## config.mk

```make
export PLATFORM = sky130hd
export DESIGN_NAME = sprite_line_eval
export DESIGN_NICKNAME = d
export VERILOG_FILES = /design/src/rtl/sle_pkg.sv /design/src/rtl/sle_range.sv /design/src/rtl/sle_ctrl.sv /design/src/rtl/sle_store.sv /design/src/rtl/sprite_line_eval.sv
export SDC_FILE = /design/constraint.sdc
export NUM_CORES = 1
export LEC_CHECK = 0
export ABC_AREA = 1
export BUFFER_PORTS_ARGS = -buffer_cell sky130_fd_sc_hd__clkbuf_2
export CORE_MARGIN = 5
export CORE_UTILIZATION = 55
export CTS_BUF_LIST = sky130_fd_sc_hd__clkbuf_8
export DETAILED_ROUTE_END_ITERATION = 7
export PLACE_DENSITY = 0.72
export SLEW_MARGIN = 20
export SYNTH_ARGS = -nofsm -noshare
export SYNTH_HDL_FRONTEND = slang
export SYNTH_HIERARCHICAL = 1
export SYNTH_SLANG_ARGS = --single-unit
```

## constraint.sdc

```tcl
create_clock -name clk -period 4.7 [get_ports clk]
set_clock_uncertainty 0.05 [all_clocks]
set_input_delay 0.235 -clock clk [delete_from_list [all_inputs] [get_ports clk]]
set_output_delay 0.235 -clock clk [all_outputs]
set_load 0.02 [all_outputs]
```

## src/rtl/sle_pkg.sv

```systemverilog
`timescale 1ns/1ps
package sle_pkg;
  localparam int LINE_W   = 9;
  localparam int TOP_W    = LINE_W + 1;
  localparam int TOP_LIMIT = 241;
  localparam int ENTRY_W  = 32;
  localparam int Y_W      = 8;

  typedef enum logic [1:0] {ST_IDLE, ST_SCAN, ST_PUB} sle_state_e;

  // Top-edge and next-line test of one entry: top = y+1, range [top, top+h-1].
  function automatic logic covers_next(input logic [Y_W-1:0] y,
                                       input logic [LINE_W-1:0] ln,
                                       input logic tall_m);
    logic [TOP_W-1:0] top, nxt, bot;
    top = {{(TOP_W-Y_W){1'b0}}, y} + TOP_W'(1);
    nxt = {1'b0, ln} + TOP_W'(1);
    bot = top + (tall_m ? TOP_W'(15) : TOP_W'(7));
    return (top <= nxt) && (nxt <= bot) && (top < TOP_W'(TOP_LIMIT));
  endfunction
endpackage

```

## src/rtl/sle_range.sv

```systemverilog
`timescale 1ns/1ps
module sle_range
  import sle_pkg::*;
(
  input  logic [Y_W-1:0]    y_byte,
  input  logic [LINE_W-1:0] line_q,
  input  logic              tall_q,
  output logic              hit
);
  always_comb hit = covers_next(y_byte, line_q, tall_q);
endmodule

```

## src/rtl/sle_ctrl.sv

```systemverilog
`timescale 1ns/1ps
module sle_ctrl
  import sle_pkg::*;
#(
  parameter int ENTRIES = 64,
  parameter int SLOTS   = 8
) (
  input  logic                        clk,
  input  logic                        rst_n,
  input  logic                        start,
  input  logic [LINE_W-1:0]           line,
  input  logic                        tall,
  input  logic                        ovf_en,
  input  logic                        clr_flags,
  input  logic                        hit,
  output logic [$clog2(ENTRIES)-1:0]  idx,
  output logic [$clog2(SLOTS)-1:0]    wr_slot,
  output logic                        wr_en,
  output logic                        wr_zero,
  output logic                        clr_work,
  output logic                        pub_we,
  output logic [LINE_W-1:0]           line_q,
  output logic                        tall_q,
  output logic                        overflow,
  output logic                        busy,
  output logic                        done
);
  localparam int IDX_W = $clog2(ENTRIES);
  localparam int CNT_W = $clog2(SLOTS + 1);
  localparam int SLOT_W = $clog2(SLOTS);

  sle_state_e       state_q;
  logic [IDX_W-1:0] idx_q;
  logic [CNT_W-1:0] cnt_q;
  logic             ovf_en_q, ovf_q, done_q;

  logic scan_act, room, last_idx, ovf_set;
  assign scan_act = (state_q == ST_SCAN);
  assign room     = (cnt_q < CNT_W'(SLOTS));
  assign last_idx = (idx_q == IDX_W'(ENTRIES - 1));
  assign wr_en    = scan_act && hit && room;
  assign ovf_set  = scan_act && hit && !room && ovf_en_q;
  assign wr_slot  = SLOT_W'(cnt_q);
  assign wr_zero  = (idx_q == '0);
  assign clr_work = start;
  assign pub_we   = (state_q == ST_PUB);

  always_ff @(posedge clk) begin
    if (!rst_n) begin
      state_q  <= ST_IDLE;
      idx_q    <= '0;
      cnt_q    <= '0;
      line_q   <= '0;
      tall_q   <= 1'b0;
      ovf_en_q <= 1'b0;
      done_q   <= 1'b0;
    end else begin
      done_q <= (state_q == ST_PUB);
      if (start) begin
        state_q  <= ST_SCAN;
        idx_q    <= '0;
        cnt_q    <= '0;
        line_q   <= line;
        tall_q   <= tall;
        ovf_en_q <= ovf_en;
      end else begin
        unique case (state_q)
          ST_SCAN: begin
            if (wr_en) cnt_q <= cnt_q + CNT_W'(1);
            if (last_idx) state_q <= ST_PUB;
            else          idx_q   <= idx_q + IDX_W'(1);
          end
          ST_PUB:  state_q <= ST_IDLE;
          default: state_q <= ST_IDLE;
        endcase
      end
    end
  end

  always_ff @(posedge clk) begin
    if (!rst_n)         ovf_q <= 1'b0;
    else if (clr_flags) ovf_q <= 1'b0;
    else if (ovf_set)   ovf_q <= 1'b1;
  end

  assign idx      = idx_q;
  assign overflow = ovf_q;
  assign busy     = (state_q != ST_IDLE);
  assign done     = done_q;

  p_walk_r2: assert property (@(posedge clk) disable iff (!rst_n)
    (scan_act && !start && !last_idx) |=> (scan_act && idx_q == $past(idx_q) + IDX_W'(1)));
  p_done_pulse_r2: assert property (@(posedge clk) disable iff (!rst_n)
    done |=> !done);
  p_slot_bound_r5: assert property (@(posedge clk) disable iff (!rst_n)
    cnt_q <= CNT_W'(SLOTS));
  p_ovf_gate_r7: assert property (@(posedge clk) disable iff (!rst_n)
    $rose(ovf_q) |-> $past(ovf_en_q));
  p_ovf_clear_r8: assert property (@(posedge clk) disable iff (!rst_n)
    clr_flags |=> !overflow);
  p_restart_r11: assert property (@(posedge clk) disable iff (!rst_n)
    start |=> (scan_act && idx_q == '0 && cnt_q == '0));
endmodule

```

## src/rtl/sle_store.sv

```systemverilog
`timescale 1ns/1ps
module sle_store
  import sle_pkg::*;
#(
  parameter int SLOTS = 8
) (
  input  logic                      clk,
  input  logic                      rst_n,
  input  logic                      clr_work,
  input  logic                      wr_en,
  input  logic [$clog2(SLOTS)-1:0]  wr_slot,
  input  logic [ENTRY_W-1:0]        wr_data,
  input  logic                      wr_zero,
  input  logic                      pub_we,
  input  logic [$clog2(SLOTS)-1:0]  rd_slot,
  output logic [ENTRY_W-1:0]        rd_entry,
  output logic                      rd_zero,
  output logic [SLOTS-1:0]          pub_tags
);
  localparam int BANK_W = SLOTS * ENTRY_W;

  logic [BANK_W-1:0] work_q, pub_q;
  logic [SLOTS-1:0]  wtag_q, ptag_q;

  for (genvar g = 0; g < SLOTS; g++) begin : g_slot
    always_ff @(posedge clk) begin
      if (!rst_n || clr_work) begin
        work_q[g*ENTRY_W +: ENTRY_W] <= '1;
        wtag_q[g]                    <= 1'b0;
      end else if (wr_en && wr_slot == g) begin
        work_q[g*ENTRY_W +: ENTRY_W] <= wr_data;
        wtag_q[g]                    <= wr_zero;
      end
    end
  end

  always_ff @(posedge clk) begin
    if (!rst_n) begin
      pub_q  <= '1;
      ptag_q <= '0;
    end else if (pub_we) begin
      pub_q  <= work_q;
      ptag_q <= wtag_q;
    end
  end

  assign rd_entry = pub_q[ENTRY_W*rd_slot +: ENTRY_W];
  assign rd_zero  = ptag_q[rd_slot];
  assign pub_tags = ptag_q;

  p_clear_r3: assert property (@(posedge clk) disable iff (!rst_n)
    clr_work |=> (work_q == '1 && wtag_q == '0));
  p_pub_stable_r9: assert property (@(posedge clk) disable iff (!rst_n)
    !pub_we |=> ($stable(pub_q) && $stable(ptag_q)));
endmodule

```

## src/rtl/sprite_line_eval.sv

```systemverilog
`timescale 1ns/1ps
module sprite_line_eval
  import sle_pkg::*;
#(
  parameter int ENTRIES = 64,
  parameter int SLOTS   = 8
) (
  input  logic                        clk,
  input  logic                        rst_n,
  input  logic                        start,
  input  logic [8:0]                  line,
  input  logic                        tall,
  input  logic                        show_spr,
  input  logic                        show_bg,
  input  logic                        clr_flags,
  output logic [$clog2(ENTRIES)-1:0]  tab_addr,
  input  logic [31:0]                 tab_entry,
  input  logic [$clog2(SLOTS)-1:0]    rd_slot,
  output logic [31:0]                 rd_entry,
  output logic                        rd_zero,
  output logic [SLOTS-1:0]            slot_zero_tags,
  output logic                        overflow,
  output logic                        busy,
  output logic                        done
);
  localparam int SLOT_W = $clog2(SLOTS);

  logic              hit, wr_en, wr_zero, clr_work, pub_we, tall_q;
  logic [SLOT_W-1:0] wr_slot;
  logic [LINE_W-1:0] line_q;

  sle_range u_range (
    .y_byte (tab_entry[Y_W-1:0]),
    .line_q (line_q),
    .tall_q (tall_q),
    .hit    (hit)
  );

  sle_ctrl #(.ENTRIES(ENTRIES), .SLOTS(SLOTS)) u_ctrl (
    .clk       (clk),
    .rst_n     (rst_n),
    .start     (start),
    .line      (line),
    .tall      (tall),
    .ovf_en    (show_spr | show_bg),
    .clr_flags (clr_flags),
    .hit       (hit),
    .idx       (tab_addr),
    .wr_slot   (wr_slot),
    .wr_en     (wr_en),
    .wr_zero   (wr_zero),
    .clr_work  (clr_work),
    .pub_we    (pub_we),
    .line_q    (line_q),
    .tall_q    (tall_q),
    .overflow  (overflow),
    .busy      (busy),
    .done      (done)
  );

  sle_store #(.SLOTS(SLOTS)) u_store (
    .clk      (clk),
    .rst_n    (rst_n),
    .clr_work (clr_work),
    .wr_en    (wr_en),
    .wr_slot  (wr_slot),
    .wr_data  (tab_entry),
    .wr_zero  (wr_zero),
    .pub_we   (pub_we),
    .rd_slot  (rd_slot),
    .rd_entry (rd_entry),
    .rd_zero  (rd_zero),
    .pub_tags (slot_zero_tags)
  );

  p_done_idle_r2: assert property (@(posedge clk) disable iff (!rst_n)
    done |-> !busy);
endmodule

```

# Word level (Yosys, flattened, before mapping)
# Cells that the tools add are included.
# classes
order_cmp	5
n_shift	1
add_sub_neg	5
muxes	6
reduce_logical	25
eq_ne	11
n_bitwise	4
# ops
op	count
variable part select 256 x 9 -> 32 bit	1
<= comparator 10 bit	2
logical AND 1 bit	14
== test 3 bit, second input constant	4
adder 10 bit	1
adder 9 x 1 -> 10 bit, second input constant	1
< comparator 10 x 8 -> 1 bit, second input constant	1
adder 8 x 1 -> 9 bit, second input constant	1
adder 6 x 1 -> 6 bit, second input constant	1
== test 3 x 2 -> 1 bit, second input constant	2
== test 6 bit, second input constant	1
logical NOT 6 bit	1
adder 4 x 1 -> 4 bit, second input constant	1
< comparator 3 x 4 -> 1 bit, second input constant	1
< comparator 4 bit, second input constant	1
two-way mux 1 bit	4
two-way mux 4 bit	1
AND reduction 2 bit	2
OR reduction 2 bit	2
binary-select mux 1 bit (select 3 bit)	1
== test 3 x 1 -> 1 bit, second input constant	1
logical NOT 3 bit	1
!= test 3 bit, second input constant	1
NOT 1 bit	3
other kinds (7)	8
# totals
wordCells	84
register_bits	553
input_bits	51
output_inout_bits	50

# Depth between registers and ports, before layout
# logic_depth
depth_word	8
mapped_depth	31
ltp_nobuf	29

# By module
# Netlist, hierarchy kept.
# modules_own_cells
mod	cells_per_inst	area_per_inst_um2	instances	seq_area_each_um2
sle_store	2954	21146.5	1	10570.1
sle_ctrl	148	1112.3	1	500.5
sle_range	187	1016.0	1	0.0
sprite_line_eval	3	11.3	1	0.0

# Worst setup path before layout
# Ideal clock, no wire load.
# synth_timing
path_type	input -> register
start	input tab_entry[0]
end	register u_store.work_q[65]
arrival_time_ns	3.227
required_time_ns	4.528
stages	27
slack_ns	1.301
n_path_buf	2
setup_time_ns	0.122
path_cell_list	buf_2 nand3_1 nand2_1 nand2_1 inv_1 ha_1 a21oi_1 or2_4 nor2_2 a21oi_1 ha_1 nand2_1 nor2_1 nand4_1 nand2_1 nand3_1 nor2_1 inv_1 nor2_4 nand2_4 clkinv_4 inv_1 nor2_2 nand2_1 clkbuf_1 nand2_1 nand3_1
# synth_via
elab_chain_len	8
word_cells_on_any_way	10
cone_classes	add/sub: 2; order compare: 3; reduce/logical: 5
# synth_rtl
element	line_no	source
start: declaration	sprite_line_eval.sv:17	input logic [31:0] tab_entry,
adder 8 x 1 -> 9 bit (*)	sle_pkg.sv:16	top = {{(TOP_W-Y_W){1'b0}}, y} + TOP_W'(1);
adder 10 bit	sle_pkg.sv:18	bot = top + (tall_m ? TOP_W'(15) : TOP_W'(7));
<= comparator 10 bit	sle_pkg.sv:19	return (top <= nxt) && (nxt <= bot) && (top < TOP_W'(TOP_LIMIT));
logical AND 1 bit	sle_pkg.sv:19	
logical AND 1 bit (*)	sle_pkg.sv:19	
via hit	sprite_line_eval.sv:28	logic hit, wr_en, wr_zero, clr_work, pub_we, tall_q;
logical AND 1 bit (*) (2 in a row)	sle_ctrl.sv:41	assign wr_en = scan_act && hit && room;
via wr_en	sprite_line_eval.sv:28	
logical AND 1 bit (*)	sle_store.sv:30	end else if (wr_en && wr_slot == g) begin
end signal: indexed assignment	sle_store.sv:31	work_q[g*ENTRY_W +: ENTRY_W] <= wr_data;
end: declaration	sle_store.sv:22	logic [BANK_W-1:0] work_q, pub_q;
# Mark *: on every way through the listed nets, which the timed path passes. The rest lies on a longest branch.
# A chain may end at the register's enable or synchronous reset.

# Worst setup path in the final report
# layout_timing
start	input tab_entry[2]
end	register u_store.work_q[40]
# The elaborated chain is that of the path after synthesis.

==> summary.md <==
| Metric | Value |
|---|---|
| Status | finished clean |
| WL/cell | 17.3 microns |
| First drt pass iteration count | 6 |
| GRT overflow | 0 |
| Measured slew at the worst slew-check pin | 1.13 ns |
| Sequential Power Share | 49.4% |
| Post-synth top area share | 47.5% |
| Ports | 101 |
| RSZ-0062 raised after global routing | no |
| Final hold vios | 0 |
| GPL Wtd Cong | 0.835 |
| Most frequent CP cell | nand2_1 |
| Crit path buf inv count | 9 |
| Sw Share | 25.3% |
| WL final | 67800 microns |
| Cell family contributing the most delay on the critical path | simple AND/OR/NAND/NOR gates |
| Achievable Freq | 239 MHz |
| Seq/Total Area, Yosys | 47.5% |
| Number of setup violations in the final report | 0 |
| Antenna violations before repair | 3 |
| Area contributors post-synth | dfxtp_1 (48%), nand2_1 (16%), nand3_1 (8.7%) |
| CP Launch Type | input pin |
| Clk_lat worst skew | 0.64 ns |
| Die W | 216 microns |
| Maximum root-to-sink buffer count | 3 |
| Num CTS Buffers | 89 |
| Clock sink count | 553 |
| Initial Util | 55.5% |
| Fillers | 3779 |
| Area grow syn2layout | 11.3% |
| Initial drt markers | 2288 |
| Slowest cell on crit path | dlygate4sd3_1 |
| Synth Cell Area | 23300 sq um |
| Most frequent cells in the layout | nand2_1 (1019), dfxtp_1 (553), nand3_1 (405), inv_1 (361), o21ai_0 (284) |
| Row cnt | 75 |
| WP data required | 5.23 ns |
| Drt drc | 0 |
| Slew headroom | 24.3% |
| Cell Pwr Density | 370 nW/um^2 |
| Post-Syn Instances | 3292 |
| Yosys cell types | 32 |
| IO buf count | 100 |
| Synth Register Bits | 553 |
| Comb power frac | 7.5% |
| CTS resizes | 0 |
| Hold WC Path Type | in -> reg |
| Core Area | 41900 sq um |
| Syn Nets | 3368 |
| Placed inst area | 23700 sq um |
| Layout Nets | 3392 |
| Slew Limit Fails | 0 |
| Worst setup EP type | flop |
| Gr usage total | 28.2% |
| Peak VDD IR | 0.000310 V |
| Pleak | 13.8 nW |
| Multi-input gate area | 9690 sq um |
| Post-layout instance area | 25900 sq um |
| Clock Power Share | 43.1% |
| Clock transition at path regs | 0.06 ns |
| Die extent in y | 216 microns |
| TritonCTS clock tree | done |
| Int Pwr | 7.15 mW |
| Die area | 46600 sq um |
| Largest net degree at the start of global routing | 201 |
| Vias per Instance | 5.49 |
| Via count | 21538 |
| First-pass GRT wire length | 108000 microns |
| Avg Cell Area, Syn | 7.07 sq um |
| Worst path max stage delay | 0.54 ns |
| CTS HTree Levels | 3 |
| Sw power | 2.43 mW |
| Layout cell share with drive strength beyond 1 | 9.25% |
| Synth warn | 6 |
| Dpl hpwl | 37900 microns |
| Clock root buffer | clkbuf_8 |
| Setup TNS | 0 ns |
| Commonest non-fill, non-tap cell in the layout | nand2_1 |
| Sequential cell area | 11100 sq um |
| Area leader, netlist | dfxtp_1 |
| Antenna Nets Post-Route | 0 |
| Vias in the first global route | 20736 |
| Crit share post-route | 88.9% |
| Max-cap violations | 0 |
| Worst setup path class | in -> reg |
| Worst Path Arrival | 4.70 ns |
| Tmin final | 4.18 ns |
| Maximum fanout along the worst path | 15 |
what timing repair did:
action                                 in CTS  in global routing
hold buffers                               44                  0
endpoints found under the hold margin     253                  0
setup buffers                               0                  0
registers in the layout, summed over array words and instances (netlist names):
name / count
u_ctrl/ovf_en_q: 1
u_ctrl/state_q: 2
u_store/pub_q: 256
u_ctrl/cnt_q: 4
u_ctrl/overflow: 1
u_ctrl/done: 1
u_ctrl/line_q: 9
u_ctrl/tall_q: 1
u_store/wtag_q: 8
u_store/work_q: 256
u_store/pub_tags: 8
u_ctrl/idx: 6
cell families (layout without fill, tap and decap cells):
family / count (synthesis) / in the layout / synth area share [%]
AOI/OAI and AO/OA: 567 / 567 / 12.3
xor gates and xnor gates: 10 / 10 / 0.376
adders and majority gates: 25 / 25 / 1.34
buffers and inverters: 597 / 688 / 10.9
DFF: 553 / 553 / 47.5
other: 1 / 5 / 0.0161
and+or+nand+nor: 1539 / 1539 / 27.5
synth_stat cells:
cell type / count
xnor2_1: 1
a21oi_2: 2
or2_4: 1
dfxtp_1: 553
or2_2: 1
nand2_4: 2
a21oi_1: 273
inv_2: 14
nand2_2: 9
nor2_2: 8
buf_2: 168
a31oi_1: 2
clkinv_4: 1
nand3_1: 405
nor3_1: 4
a21o_1: 1
nor2_1: 74
nor2_4: 4
inv_1: 329
o21ai_0: 284
nand4_1: 8
buf_1: 6
o21ai_1: 3
and3_1: 2
conb_1: 1
o21bai_1: 2
buf_4: 24
ha_1: 25
clkbuf_1: 54
xor2_1: 9
clkbuf_2: 1
nand2_1: 1021
final timing paths:
check	start	depth (start not counted)	end	slack, ns
worst max-delay path	tab_entry[2]	29	u_store/work_q[40]$_SDFFE_PP1P_	0.52
worst min-delay path	tab_entry[0]	4	u_store/work_q[160]$_SDFFE_PP1P_	0.06
worst max register to register	u_ctrl/line_q[0]$_SDFFE_PN0P_	25	u_store/work_q[40]$_SDFFE_PP1P_	0.90
worst min register to register	u_store/pub_q[176]$_SDFFE_PN1P_	2	u_store/pub_q[176]$_SDFFE_PN1P_	0.41
routing by layer:
layer | routed length (microns) | part of all wire, % | vias to the layer above | GRT usage, %
li1 | - | - | 10475 | -
met5 | 0 | 0 | - | 0
met4 | 2120 | 3.1 | 0 | 10.9
met1 | 29000 | 43 | 10032 | 37.3
met2 | 31500 | 46 | 873 | 45.8
met3 | 5300 | 7.8 | 158 | 5.54
power by group through the flow:
stage	logic, mW	registers (mW)	clock network [mW]
after floorplan	0.465	4.83	0
after global placement	0.669	4.83	0
after detailed placement	0.675	4.83	0
after CTS	0.709	4.73	4.19
after global routing	0.786	4.73	4.41
final	0.718	4.73	4.13
worst reg2reg max path, stage by stage, from the launching register on:
cell and delay, ns:
dfxtp_1 0.41, ha_1 0.20, nand2_1 0.05, inv_1 0.12
and3_1 0.20, nand2_1 0.07, xor2_1 0.19, inv_1 0.08
ha_1 0.27, nand2_1 0.06, nor2_1 0.19, nand4_1 0.10
nand2_1 0.08, nand3_1 0.07, nor2_1 0.12, inv_1 0.08
nor2_4 0.15, nand2_4 0.09, clkinv_4 0.07, inv_1 0.05
nor2_2 0.19, nand2_1 0.12, inv_2 0.28, buf_4 0.30
nand2_1 0.08, nand3_1 0.08
per-stage QoR:
| step | power, mW | hold WS (ns) | util, % | worst slack, ns | cells |
|---|---|---|---|---|---|
| 4_1_cts | 9.63 | 0.0194 | 61.8 | 0.562 | 3922 |
| 3_3_place_gp | 5.50 | 0.388 | 56.4 | 0.519 | 3720 |
| 3_5_place_dp | 5.51 | 0.393 | 56.4 | 0.447 | 3720 |
| 5_1_grt | 9.93 | 0.0512 | 61.8 | 0.121 | 3925 |
| 2_1_floorplan | 5.29 | 0.320 | - | 1.30 | 3292 |
| 6_report | 9.58 | 0.0609 | 61.8 | 0.521 | 3926 |
cell type report:
type	count	share of cell area, %
Sequential cell	553	42.7
Clock buffer	114	6.05
Multi-Input combinational cell	2142	37.4
Timing Repair Buffer	186	5.29
Inverter	344	5.04
Tap cell	539	2.60
Antenna cell	4	0.0386
Clock inverter	44	0.879
Note: power is estimated with default switching activity, not from simulation.
